$ cat src/rtl/clkdiv_pkg.sv
package clkdiv_pkg;

  // Width of a prescaler ratio code and of its phase counter.
  localparam int PRE_CW   = 2;
  localparam int PRE_CNTW = (1 << PRE_CW) - 1;

  // Prescaler division ratio for a code: a power of two.
  function automatic int pre_ratio(input int code);
    return 1 << code;
  endfunction

  // Master cycles spent high in one prescaled period.
  function automatic int pre_high(input int code);
    return pre_ratio(code) / 2;
  endfunction

  // Divider ratio: stored code plus two.
  function automatic int n_ratio(input int code);
    return code + 2;
  endfunction

  // Input periods spent high by the divider; the extra one goes high for odd ratios.
  function automatic int n_high(input int code);
    return (n_ratio(code) + 1) / 2;
  endfunction

endpackage

$ cat src/rtl/clkdiv_prescaler.sv
module clkdiv_prescaler
  import clkdiv_pkg::*;
(
  input  logic              clk_i,
  input  logic              rst_ni,
  input  logic [PRE_CW-1:0] code_i,
  output logic              clk_o,
  output logic              tick_o
);

  logic [PRE_CW-1:0]   act_q;
  logic [PRE_CNTW-1:0] cnt_q;
  logic                ph_q;
  logic [PRE_CNTW-1:0] last_w;
  logic [PRE_CNTW-1:0] half_w;
  logic [PRE_CNTW-1:0] cnt_inc_w;

  assign last_w    = PRE_CNTW'(pre_ratio(int'(act_q)) - 1);
  assign half_w    = PRE_CNTW'(pre_high(int'(act_q)));
  assign cnt_inc_w = cnt_q + PRE_CNTW'(1);

  // Terminal count of the current prescaled period; every cycle at ratio 1.
  assign tick_o = (cnt_q == last_w);

  always_ff @(posedge clk_i) begin
    if (!rst_ni) begin
      act_q <= '0;
      cnt_q <= '0;
      ph_q  <= 1'b1;
    end else if (tick_o) begin
      act_q <= code_i;
      cnt_q <= '0;
      ph_q  <= 1'b1;
    end else begin
      cnt_q <= cnt_inc_w;
      ph_q  <= (cnt_inc_w < half_w);
    end
  end

  // Ratio 1 forwards the master clock without a register stage.
  assign clk_o = (act_q == '0) ? clk_i : ph_q;

  // the loaded code moves only on a terminal count.
  p_code_hold_r8: assert property (@(posedge clk_i) disable iff (!rst_ni)
    !tick_o |=> $stable(act_q));

  // the phase counter stays inside the loaded ratio.
  p_cnt_bound_r1: assert property (@(posedge clk_i) disable iff (!rst_ni)
    cnt_q <= last_w);

endmodule

$ cat src/rtl/clkdiv_ndiv.sv
module clkdiv_ndiv
  import clkdiv_pkg::*;
#(
  parameter int N_W = 10
) (
  input  logic           clk_i,
  input  logic           rst_ni,
  input  logic           adv_i,
  input  logic [N_W-1:0] code_i,
  output logic           clk_o
);

  // One extra bit so that ratio - 1 fits for the largest code.
  localparam int CW = N_W + 1;

  logic [N_W-1:0] act_q;
  logic [CW-1:0]  cnt_q;
  logic           ph_q;
  logic [CW-1:0]  last_w;
  logic [CW-1:0]  high_w;
  logic [CW-1:0]  cnt_inc_w;
  logic           term_w;

  assign last_w    = CW'(n_ratio(int'(act_q)) - 1);
  assign high_w    = CW'(n_high(int'(act_q)));
  assign cnt_inc_w = cnt_q + CW'(1);
  assign term_w    = adv_i && (cnt_q == last_w);

  always_ff @(posedge clk_i) begin
    if (!rst_ni) begin
      act_q <= '0;
      cnt_q <= '0;
      ph_q  <= 1'b1;
    end else if (term_w) begin
      act_q <= code_i;
      cnt_q <= '0;
      ph_q  <= 1'b1;
    end else if (adv_i) begin
      cnt_q <= cnt_inc_w;
      ph_q  <= (cnt_inc_w < high_w);
    end
  end

  assign clk_o = ph_q;

  // the divider code is loaded only at its terminal count.
  p_ncode_hold_r8: assert property (@(posedge clk_i) disable iff (!rst_ni)
    !term_w |=> $stable(act_q));

  // the period counter never reaches the divisor.
  p_cnt_bound_r5: assert property (@(posedge clk_i) disable iff (!rst_ni)
    cnt_q <= last_w);

endmodule

$ cat src/rtl/clkdiv_dual.sv
module clkdiv_dual
  import clkdiv_pkg::*;
#(
  parameter int N_W = 10
) (
  input  logic              clk_i,
  input  logic              rst_ni,
  input  logic [PRE_CW-1:0] ref_code_i,
  input  logic              ref_sel_i,
  input  logic [PRE_CW-1:0] main_code_i,
  input  logic [N_W-1:0]    n_code_i,
  input  logic              n_bypass_i,
  output logic              ref_clk_o,
  output logic              main_clk_o
);

  localparam int NPATH = 2;

  // Index 0 is the reference path, index 1 the main path.
  logic [PRE_CW-1:0] pre_code [NPATH];
  logic              pre_clk  [NPATH];
  logic              pre_tick [NPATH];
  logic              div_clk;
  logic              unused_ref_tick;

  assign pre_code[0] = ref_code_i;
  assign pre_code[1] = main_code_i;

  for (genvar i = 0; i < NPATH; i++) begin : g_pre
    clkdiv_prescaler u_pre (
      .clk_i  (clk_i),
      .rst_ni (rst_ni),
      .code_i (pre_code[i]),
      .clk_o  (pre_clk[i]),
      .tick_o (pre_tick[i])
    );
  end

  assign unused_ref_tick = pre_tick[0];

  // The divider counts whole prescaled periods, one per prescaler tick.
  clkdiv_ndiv #(.N_W(N_W)) u_ndiv (
    .clk_i  (clk_i),
    .rst_ni (rst_ni),
    .adv_i  (pre_tick[1]),
    .code_i (n_code_i),
    .clk_o  (div_clk)
  );

  assign ref_clk_o  = ref_sel_i  ? pre_clk[0] : clk_i;
  assign main_clk_o = n_bypass_i ? pre_clk[1] : div_clk;

  // through the divider, the main clock moves only on a prescaler period boundary.
  p_main_on_tick_r6: assert property (@(posedge clk_i) disable iff (!rst_ni)
    (!n_bypass_i && !pre_tick[1]) |=> (n_bypass_i || $stable(main_clk_o)));

endmodule

$ cat config.mk
export PLATFORM = sky130hd
export DESIGN_NAME = clkdiv_dual
export DESIGN_NICKNAME = d
export VERILOG_FILES = /design/src/rtl/clkdiv_pkg.sv /design/src/rtl/clkdiv_prescaler.sv /design/src/rtl/clkdiv_ndiv.sv /design/src/rtl/clkdiv_dual.sv
export SDC_FILE = /design/constraint.sdc
export NUM_CORES = 1
export LEC_CHECK = 0
export ABC_AREA = 1
export BUFFER_PORTS_ARGS = -buffer_cell sky130_fd_sc_hd__buf_2
export CAP_MARGIN = 20
export CORE_UTILIZATION = 45
export CTS_CLUSTER_SIZE = 24
export DETAILED_ROUTE_END_ITERATION = 8
export GPL_TIMING_DRIVEN = 0
export PLACE_DENSITY_LB_ADDON = 0.2
export RECOVER_POWER = 25
export SETUP_SLACK_MARGIN = 0.2
export SYNTH_ARGS = -nofsm -noshare
export SYNTH_HDL_FRONTEND = slang
export SYNTH_SLANG_ARGS = --single-unit
$ cat constraint.sdc
create_clock -name clk_i -period 5.9 [get_ports clk_i]
set_input_delay 1.18 -clock clk_i [delete_from_list [all_inputs] [get_ports clk_i]]
set_output_delay 1.18 -clock clk_i [all_outputs]
set_load 0.1 [all_outputs]
==> results of run 1 <==
-- layout make-up --
| class | instances | share of cell area [%] |
|---|---|---|
| inverter | 54 | 6.44 |
| sequential | 34 | 21.6 |
| clock inverter | 3 | 0.437 |
| tap | 75 | 2.98 |
| clock buffer | 12 | 4.37 |
| buffer | 9 | 1.79 |
| timing repair buffer | 17 | 2.66 |
| multi-input combinational | 351 | 59.7 |
-- path summary, 6_finish.rpt --
kind | from | endpoint | cells after the start
hold reg to reg | g_pre[1].u_pre.cnt_q[0]$_SDFF_PP0_ | g_pre[1].u_pre.cnt_q[0]$_SDFF_PP0_ | 1
setup reg to reg | u_ndiv.act_q[2]$_SDFFE_PN0P_ | u_ndiv.clk_o$_SDFFE_PP1P_ | 16
setup / recovery | clk_i | ref_clk_o | 5
hold / removal | g_pre[1].u_pre.cnt_q[0]$_SDFF_PP0_ | g_pre[1].u_pre.cnt_q[0]$_SDFF_PP0_ | 1
-- power by group --
part,switching [mW],internal (mW)
registers,0.0430,0.273
clock network,0.201,0.154
logic,0.289,0.160
-- flip-flops by register name (all words and copies together) (netlist names) --
register and flops:
u_ndiv.act_q 10, u_ndiv.clk_o 1, g_pre.u_pre.act_q 4, u_ndiv.cnt_q 11, g_pre.u_pre.ph_q 2, g_pre.u_pre.cnt_q 6
-- worst reg2reg max path, delay by kind of cell, from the launching register on --
| kind | cells | cell delay, ns |
|---|---|---|
| simple gates | 10 | 1.27 |
| flops | 1 | 0.47 |
| compound gates | 3 | 0.40 |
| fa+ha+maj | 2 | 0.59 |
| buf+inv | 1 | 0.07 |
-- stage by stage --
step           instances  utilization, %  hold WS [ns]
2_1_floorplan        449               -         0.430
3_3_place_gp         543            50.4         0.451
3_5_place_dp         543            50.4         0.457
4_1_cts              555            52.7         0.475
5_1_grt              555            52.5         0.535
6_report             555            52.5         0.471
-- cell families after synthesis --
| family | share of synthesized area, % |
|---|---|
| simple gates | 42.1 |
| fa+ha+maj | 9.72 |
| xor+xnor | 6.19 |
| flops | 24.0 |
| other cells | 0.132 |
| buf+inv | 9.37 |
| compound gates | 8.09 |
| mux | 0.354 |
-- placed cells by master, fill, tap and decap left out, types with 5 or more instances in the layout --
master                     Yosys  layout
sky130_fd_sc_hd__nand2_1     133     133
sky130_fd_sc_hd__nor2_1       64      65
sky130_fd_sc_hd__inv_1        50      50
sky130_fd_sc_hd__dfxtp_1      34      34
sky130_fd_sc_hd__nand3_1      31      31
sky130_fd_sc_hd__ha_1         22      22
sky130_fd_sc_hd__a21oi_1      19      19
sky130_fd_sc_hd__xor2_1       18      18
sky130_fd_sc_hd__buf_2         2      18
sky130_fd_sc_hd__o21ai_0      11      11
sky130_fd_sc_hd__nand4_1       9       9
sky130_fd_sc_hd__clkbuf_8      0       9
sky130_fd_sc_hd__nand2_2       8       8
sky130_fd_sc_hd__clkbuf_1      1       6
sky130_fd_sc_hd__nor2_2        5       5
sky130_fd_sc_hd__inv_2         5       5
sky130_fd_sc_hd__nor2_4        6       5
-- per-layer routing --
metal	track usage [%]	vias up	share of wire (%)
met2	34.3	43	44
met4	8.57	0	2.1
li1	-	1477	-
met3	5.84	11	3.7
met1	28.4	1189	50
met5	0	-	0
-- synth_stat cells (4+ instances only) --
cell and number:
sky130_fd_sc_hd__ha_1 22, sky130_fd_sc_hd__nand2_2 8, sky130_fd_sc_hd__dfxtp_1 34, sky130_fd_sc_hd__a21oi_1 19, sky130_fd_sc_hd__nand2_1 133, sky130_fd_sc_hd__inv_2 5, sky130_fd_sc_hd__nand4_1 9, sky130_fd_sc_hd__nor2_1 64
sky130_fd_sc_hd__buf_4 4, sky130_fd_sc_hd__nor2_4 6, sky130_fd_sc_hd__nand3_1 31, sky130_fd_sc_hd__inv_1 50, sky130_fd_sc_hd__o21ai_0 11, sky130_fd_sc_hd__nor2_2 5, sky130_fd_sc_hd__a21oi_2 4, sky130_fd_sc_hd__xor2_1 18
==> results.cfg, run 1 <==
[setup_path]
worstPathCellList = clkbuf_8 -> clkbuf_8 -> mux2i_1 -> inv_1 -> buf_2
crit_path_top_delay_cell = sky130_fd_sc_hd__buf_2
worst-r2r-setup-slack_ns = 2.96
cp_slowest_stage_delay_ns = 0.28
crit_path_start_kind = clock port
critical_path.most_common_cell = sky130_fd_sc_hd__clkbuf_8
timing.critical_path.to_type = output port
largest_fanout_of_any_net_on_the_critical_path = 2
critPathArrivalTime_ns = 3.64
worstSetupPathType = clock port to output port
cp_num_buf_inv = 4
data_required_time_at_the_worst_endpoint_ns = 4.72
cp_top_family = buffers and inverters

[timing]
setup_repair_after_global_routing_missed_its_margin = false
fin_skew_ns = 0.00630
timing.slew.headroom_pct = 62.1
worstMarginPinSlew_ns = 0.567
tns_ns = 0
fin_ws_ns = 1.08
hold_viol_final = 0
maxSlewViolCount = 0
report.final.setup_viol = 0

[global_routing]
grt_start_max_net_pins = 11
grt_antenna_before_repair = 0
grt_pass1_wl_um = 10900
globalRoute.totalOverflow = 0
first_global_vias = 2449
grt.total_usage_pct = 21.9

[die]
core_area_um2 = 5990
die_outline_area_um2 = 6610
chipHeight_um = 81.3
boundaryPins = 20
initial_core_util_pct = 47.3
core.rowCount = 28
dieWidth_um = 81.3

[route]
first_pass_iters = 4
drc = 0
ant_nets = 0
viasPerCell = 4.90
num_vias = 2720
number_of_drc_markers_in_iteration_0 = 110
postRouteWirelength_um = 6160
detail_route.wl_per_cell_um = 11.1

[clocking]
worstSkewPairLatency_ns = 0.39
post_cts_setup_inserts = 0
cts_tree = done
clk_pin_slew_worst_paths_ns = 0.08
post_cts_resize_count = 0
cts_hold_buffers = 0

[pwr]
design_power_total_mw = 1.12
vdd.ir_drop.worst_v = 0.000476
power-per-cell-area_nw_per_um2 = 356
power_leakage_nw = 1.53

[cells_and_area]
multiInputGateArea_um2 = 1880
layout.nets = 519
area.sequential_um2 = 681
syn2layout_area_growth_pct = 11.1
drive_above_1_share_pct = 14.4
fin_area_um2 = 3150
num-fill-cells = 621
antenna_cells = 0

[placed_design]
place.detailed.hpwl_um = 4830
placement.setup.worst_slack_ns = 1.34
postPlaceCellArea_um2 = 3020
io_buffers = 19
finalWeightedCongestion = 0.831

[logic_synthesis]
synth-seq-cells = 34
post-synth-top-area-fraction_pct = 24.0
mappedNetlistArea_um2 = 2830
post_synth_edffs = 0
post_synth.cell_area_avg_um2 = 6.31
synth_cells = 449
synth_sequential_area_ratio_pct = 24.0
asyncSetResetFlopFracSynth_pct = 0
yosysWarningCount = 0
ys_dominant_reg_cell = sky130_fd_sc_hd__dfxtp_1
post_synth_main_area_contributors = sky130_fd_sc_hd__dfxtp_1 24%, sky130_fd_sc_hd__nand2_1 18%, sky130_fd_sc_hd__ha_1 9.7%
syn_nets = 489
yosys.area.top_type = sky130_fd_sc_hd__dfxtp_1
ys_types = 33

[job]
drv_cap = 0

[status]
outcome = finished clean

[worst_hold_path]
worst_hold_path_type = register to register
(Power assumes the default switching activity.)
==> run 2, diff against run 1 <==
- ABC_AREA: 1 -> 0
- clock period: 5.9 -> 4.33 ns (I/O delays scaled with it)
==> results.cfg, run 2 <==
[worst_hold_path]
hold-path-endpoint = u_ndiv.clk_o$_SDFFE_PP1P_
min_path_cells = 2
worst_hold_path_type = register to register
min_from = u_ndiv.clk_o$_SDFFE_PP1P_

[cells_and_area]
drive_above_1_share_pct = 12.5
max_ffs_per_register = 11
area.sequential_um2 = 681
multiInputGateArea_um2 = 2090
mostFrequentLayoutCells = 34 x sky130_fd_sc_hd__dfxtp_1, 32 x sky130_fd_sc_hd__xnor2_1, 24 x sky130_fd_sc_hd__buf_2
syn2layout_area_growth_pct = 11.5
num-fill-cells = 592
top_regs = u_ndiv.cnt_q x11, u_ndiv.act_q x10, g_pre.u_pre.cnt_q x6
layout.cells.most_common = sky130_fd_sc_hd__dfxtp_1
antenna_cells = 0
top_register = u_ndiv.cnt_q
layout.nets = 415

[clocking]
cts_tree = done
clk_pin_slew_worst_paths_ns = 0.07
worstSkewPairLatency_ns = 0.40
post_cts_setup_inserts = 0
cts_hold_buffers = 0
post_cts_resize_count = 0

[placed_design]
place.detailed.hpwl_um = 4870
io_buffers = 18
finalWeightedCongestion = 0.860
placement.setup.worst_slack_ns = 0.577

[timing]
timing.slew.headroom_pct = 44.1
fin_skew_ns = 0.00621
hold_viol_final = 0
tns_ns = 0
fin_ws_ns = 0.517
maxSlewViolCount = 0
report.final.setup_viol = 0
worstMarginPinSlew_ns = 0.835
setup_repair_after_global_routing_missed_its_margin = false

[job]
drv_cap = 0

[die]
boundaryPins = 20
die_outline_area_um2 = 6780
core_area_um2 = 6060
initial_core_util_pct = 47.9
dieWidth_um = 82.4
chipHeight_um = 82.4
core.rowCount = 28

[setup_path]
crit_path_start_kind = clock port
cp_slowest_stage_delay_ns = 0.29
worstPathCellList = clkbuf_8 -> clkbuf_8 -> mux2_2 -> buf_2
data_required_time_at_the_worst_endpoint_ns = 3.46
timing.critical_path.to_type = output port
cp_top_family = buffers and inverters
critical_path_depth = 4
r2r_end = u_ndiv.clk_o$_SDFFE_PP1P_
critPathArrivalTime_ns = 2.95
critical_path.most_common_cell = sky130_fd_sc_hd__clkbuf_8
crit_path_top_delay_cell = sky130_fd_sc_hd__buf_2
worstSetupPathType = clock port to output port
worst-r2r-setup-slack_ns = 0.58
largest_fanout_of_any_net_on_the_critical_path = 2
timing.reg2reg.worst_path_depth = 12
reg2reg_from = u_ndiv.act_q[1]$_SDFFE_PN0P_
cp_num_buf_inv = 3

[global_routing]
grt_start_max_net_pins = 12
grt.total_usage_pct = 21.5
grt_pass1_wl_um = 10900
grt_antenna_before_repair = 0
first_global_vias = 2288
globalRoute.totalOverflow = 0

[logic_synthesis]
ys_dominant_reg_cell = sky130_fd_sc_hd__dfxtp_1
yosys.area.top_type = sky130_fd_sc_hd__dfxtp_1
syn_nets = 386
post_synth_main_area_contributors = sky130_fd_sc_hd__dfxtp_1 23%, sky130_fd_sc_hd__xnor2_1 9.6%, sky130_fd_sc_hd__ha_1 9.5%
asyncSetResetFlopFracSynth_pct = 0
synth_sequential_area_ratio_pct = 23.4
post_synth_edffs = 0
ys_types = 60
most_numerous_cell_in_the_yosys_netlist = sky130_fd_sc_hd__dfxtp_1
post_synth.cell_area_avg_um2 = 8.40
post-synth-top-area-fraction_pct = 23.4
yosysWarningCount = 0
synth_cells = 346
mappedNetlistArea_um2 = 2910
synth-seq-cells = 34
post_synth_top_cells = 34 x sky130_fd_sc_hd__dfxtp_1, 32 x sky130_fd_sc_hd__xnor2_1, 23 x sky130_fd_sc_hd__nor2_1

[route]
num_vias = 2566
drc = 0
met3RoutedLength_um = 340
routedLengthMet1_um = 3290
viasPerCell = 5.68
ant_nets = 0
top_layer_used = met4
detail_route.wl_per_cell_um = 14.5
detailroute.wirelength.met2_um = 2850
number_of_drc_markers_in_iteration_0 = 88
postRouteWirelength_um = 6530
first_pass_iters = 4

[pwr]
vdd.ir_drop.worst_v = 0.000563
power-per-cell-area_nw_per_um2 = 741
power_leakage_nw = 1.32

[status]
outcome = finished clean
## run 2: changes by cell type in the layout (fill, tap and decap cells not counted), moves of 8 or more
cell | before | now
sky130_fd_sc_hd__inv_1 | 50 | 4
sky130_fd_sc_hd__nand2_1 | 133 | 19
sky130_fd_sc_hd__and3_1 | 0 | 21
sky130_fd_sc_hd__xnor2_1 | 2 | 32
sky130_fd_sc_hd__o31ai_1 | 1 | 10
sky130_fd_sc_hd__clkbuf_1 | 6 | 16
sky130_fd_sc_hd__nor2_1 | 65 | 23
sky130_fd_sc_hd__nand3_1 | 31 | 12
sky130_fd_sc_hd__nand4_1 | 9 | 17
## run 2: worst max path at each step
stage | from | to | slack (ns)
after floorplan | clk_i | main_clk_o | 0.62
after global placement | u_ndiv.act_q[1]$_SDFFE_PN0P_ | u_ndiv.clk_o$_SDFFE_PP1P_ | 0.63
after detailed placement | u_ndiv.act_q[1]$_SDFFE_PN0P_ | u_ndiv.clk_o$_SDFFE_PP1P_ | 0.58
after CTS | clk_i | ref_clk_o | 0.50
after global routing | u_ndiv.act_q[1]$_SDFFE_PN0P_ | u_ndiv.clk_o$_SDFFE_PP1P_ | 0.21
final | clk_i | ref_clk_o | 0.52
## run 2: worst register-to-register path, cell delays in order (launching register included)
cell                        delay (ns)
sky130_fd_sc_hd__dfxtp_1          0.57
sky130_fd_sc_hd__ha_1             0.35
sky130_fd_sc_hd__buf_6            0.18
sky130_fd_sc_hd__xor2_1           0.30
sky130_fd_sc_hd__nand3b_1         0.17
sky130_fd_sc_hd__nor3_1           0.31
sky130_fd_sc_hd__nor3b_1          0.37
sky130_fd_sc_hd__xor2_1           0.13
sky130_fd_sc_hd__ha_1             0.21
sky130_fd_sc_hd__a2111oi_0        0.40
sky130_fd_sc_hd__a21oi_1          0.12
sky130_fd_sc_hd__or4_1            0.49
sky130_fd_sc_hd__nand4_1          0.10
## run 2: metal layers
metal  up-vias  global-route usage, %
li1       1317                      -
met1      1182                   29.3
met2        61                   32.2
met3         6                   7.47
met4         0                   5.44
met5         -                      0
## run 2: final cells by class
type                    instances  area share (%)
repair buffers                 16            2.47
flip-flops and latches         34            21.0
well taps                      75            2.90
clock inverters                 1           0.154
inverters                       4           0.463
clock buffers                  14            4.79
plain buffers                  26            3.75
multi-input cells             282            64.5
## run 2: logic make-up after synthesis
logic type,count (synthesis),synth area share [%]
flops,34,23.4
buf+inv,30,4.69
simple gates,128,23.7
compound gates,68,17.0
other cells,1,0.129
mux,8,2.84
xor+xnor,55,18.7
fa+ha+maj,22,9.47
## run 2: power by group
part	leakage, nW	switching (mW)	internal (mW)
combinational	0.948	0.791	0.590
clock	0.0977	0.273	0.236
sequential	0.277	0.104	0.405
total	1.32	1.17	1.23
## run 2: per-stage QoR
stage / cells / hold WS (ns) / area [um^2] / util (%) / total power [mW]
after floorplan: 346 / 0.441 / 2910 / - / 1.73
after global placement: 439 / 0.466 / 3090 / 51.0 / 2.01
after detailed placement: 439 / 0.468 / 3090 / 51.0 / 2.04
after CTS: 452 / 0.487 / 3240 / 53.4 / 2.41
after global routing: 452 / 0.513 / 3240 / 53.4 / 2.61
final: 452 / 0.484 / 3240 / 53.4 / 2.40
==> run 3, diff against run 2 <==
- BUFFER_PORTS_ARGS: -buffer_cell sky130_fd_sc_hd__buf_2 -> default
- CAP_MARGIN: 20 -> 0
- DONT_BUFFER_PORTS: default -> 1
- GPL_TIMING_DRIVEN: 0 -> default
==> results.cfg, run 3 (synthesis gave the netlist of run 2 again) <==
[cells_and_area]
mostFrequentLayoutCells = 34 x sky130_fd_sc_hd__dfxtp_1, 32 x sky130_fd_sc_hd__xnor2_1, 23 x sky130_fd_sc_hd__nor2_1
drive_above_1_share_pct = 6.85
num-fill-cells = 605
post_layout_nonfiller_instances = 411
layout.cells.most_common = sky130_fd_sc_hd__dfxtp_1
top_register = u_ndiv.cnt_q
fin_area_um2 = 3070
finalCoreUtilization_pct = 50.6
max_ffs_per_register = 11
antenna_cells = 0
layout.nets = 374
top_regs = u_ndiv.cnt_q x11, u_ndiv.act_q x10, g_pre.u_pre.cnt_q x6
syn2layout_area_growth_pct = 5.64

[worst_hold_path]
worst_hold_path_type = register to register

[global_routing]
grt.total_usage_pct = 20.8
grt_start_max_net_pins = 20
grt_antenna_before_repair = 0
globalRoute.totalOverflow = 0
grt_pass1_wl_um = 10600
first_global_vias = 2258

[pwr]
power_leakage_nw = 1.20
design_power_total_mw = 2.37
power-per-cell-area_nw_per_um2 = 774
vdd.ir_drop.worst_v = 0.000498

[die]
chipHeight_um = 82.4
dieWidth_um = 82.4
core.rowCount = 28
die_outline_area_um2 = 6780
core_area_um2 = 6060
boundaryPins = 20
initial_core_util_pct = 47.9

[placed_design]
finalWeightedCongestion = 0.873
io_buffers = 0
place.detailed.hpwl_um = 4620
postPlaceCellArea_um2 = 2900
numPlacedInstances = 398
placement.setup.worst_slack_ns = 0.622

[timing]
timing.slew.headroom_pct = -32.9
maxSlewViolCount = 1
fin_skew_ns = 0.00661
fin_ws_ns = 0.339
fin_worst_hold_slack_ns = 0.493
setup_repair_after_global_routing_missed_its_margin = false
hold_viol_final = 0
tns_ns = 0
worstMarginPinSlew_ns = 2.00
report.final.setup_viol = 0

[route]
number_of_drc_markers_in_iteration_0 = 96
detail_route.wl_per_cell_um = 15.2
postRouteWirelength_um = 6240
drc = 0
first_pass_iters = 4
ant_nets = 0
num_vias = 2426
viasPerCell = 5.90

[clocking]
worstSkewPairLatency_ns = 0.40
cts_hold_buffers = 0
cts_tree = done
clk_pin_slew_worst_paths_ns = 0.07
post_cts_resize_count = 0
post_cts_setup_inserts = 0

[setup_path]
data_required_time_at_the_worst_endpoint_ns = 3.46
critPathArrivalTime_ns = 3.12
largest_fanout_of_any_net_on_the_critical_path = 2
timing.critical_path.to_type = output port
crit_path_start_kind = clock port
worstSetupPathType = clock port to output port

[status]
violations = max-capacitance violations, max-slew violations
outcome = finished with violations

[job]
drv_cap = 1
-- run 3: layer usage --
| metal | routed length (um) | track usage [%] |
|---|---|---|
| met1 | 3130 | 28.0 |
| met2 | 2760 | 30.9 |
| met3 | 243 | 6.15 |
| met4 | 109 | 8.60 |
| met5 | 0 | 0 |
-- run 3: worst paths after layout --
| path | startpoint | end | slack (ns) | cells past startpoint |
|---|---|---|---|---|
| min reg2reg | g_pre[0].u_pre.cnt_q[0]$_SDFF_PP0_ | g_pre[0].u_pre.cnt_q[0]$_SDFF_PP0_ | 0.49 | 1 |
| max reg2reg | u_ndiv.act_q[1]$_SDFFE_PN0P_ | u_ndiv.clk_o$_SDFFE_PP1P_ | 0.86 | 12 |
| max | clk_i | main_clk_o | 0.34 | 4 |
| min | g_pre[0].u_pre.cnt_q[0]$_SDFF_PP0_ | g_pre[0].u_pre.cnt_q[0]$_SDFF_PP0_ | 0.49 | 1 |
-- run 3: worst max-delay path: stages --
cell and delay [ns]:
sky130_fd_sc_hd__clkbuf_8 0.12, sky130_fd_sc_hd__clkbuf_8 0.12, sky130_fd_sc_hd__mux2i_1 0.14, sky130_fd_sc_hd__a21oi_1 0.58
-- run 3: layout make-up --
| cell class | instances | area [um^2] | share of cell area [%] |
|---|---|---|---|
| clock buffers | 10 | 128 | 4.16 |
| clock inverters | 3 | 45.0 | 1.47 |
| inverters | 4 | 15.0 | 0.489 |
| multi-input cells | 282 | 2090 | 68.0 |
| flip-flops and latches | 34 | 681 | 22.2 |
| well taps | 75 | 93.8 | 3.06 |
| repair buffers | 3 | 18.8 | 0.611 |
-- run 3: report_power, final --
part           switching, mW  total, mW  internal [mW]
clock network          0.278      0.548          0.269
logic                  0.678       1.23          0.548
registers              0.195      0.600          0.406
total                   1.15       2.37           1.22
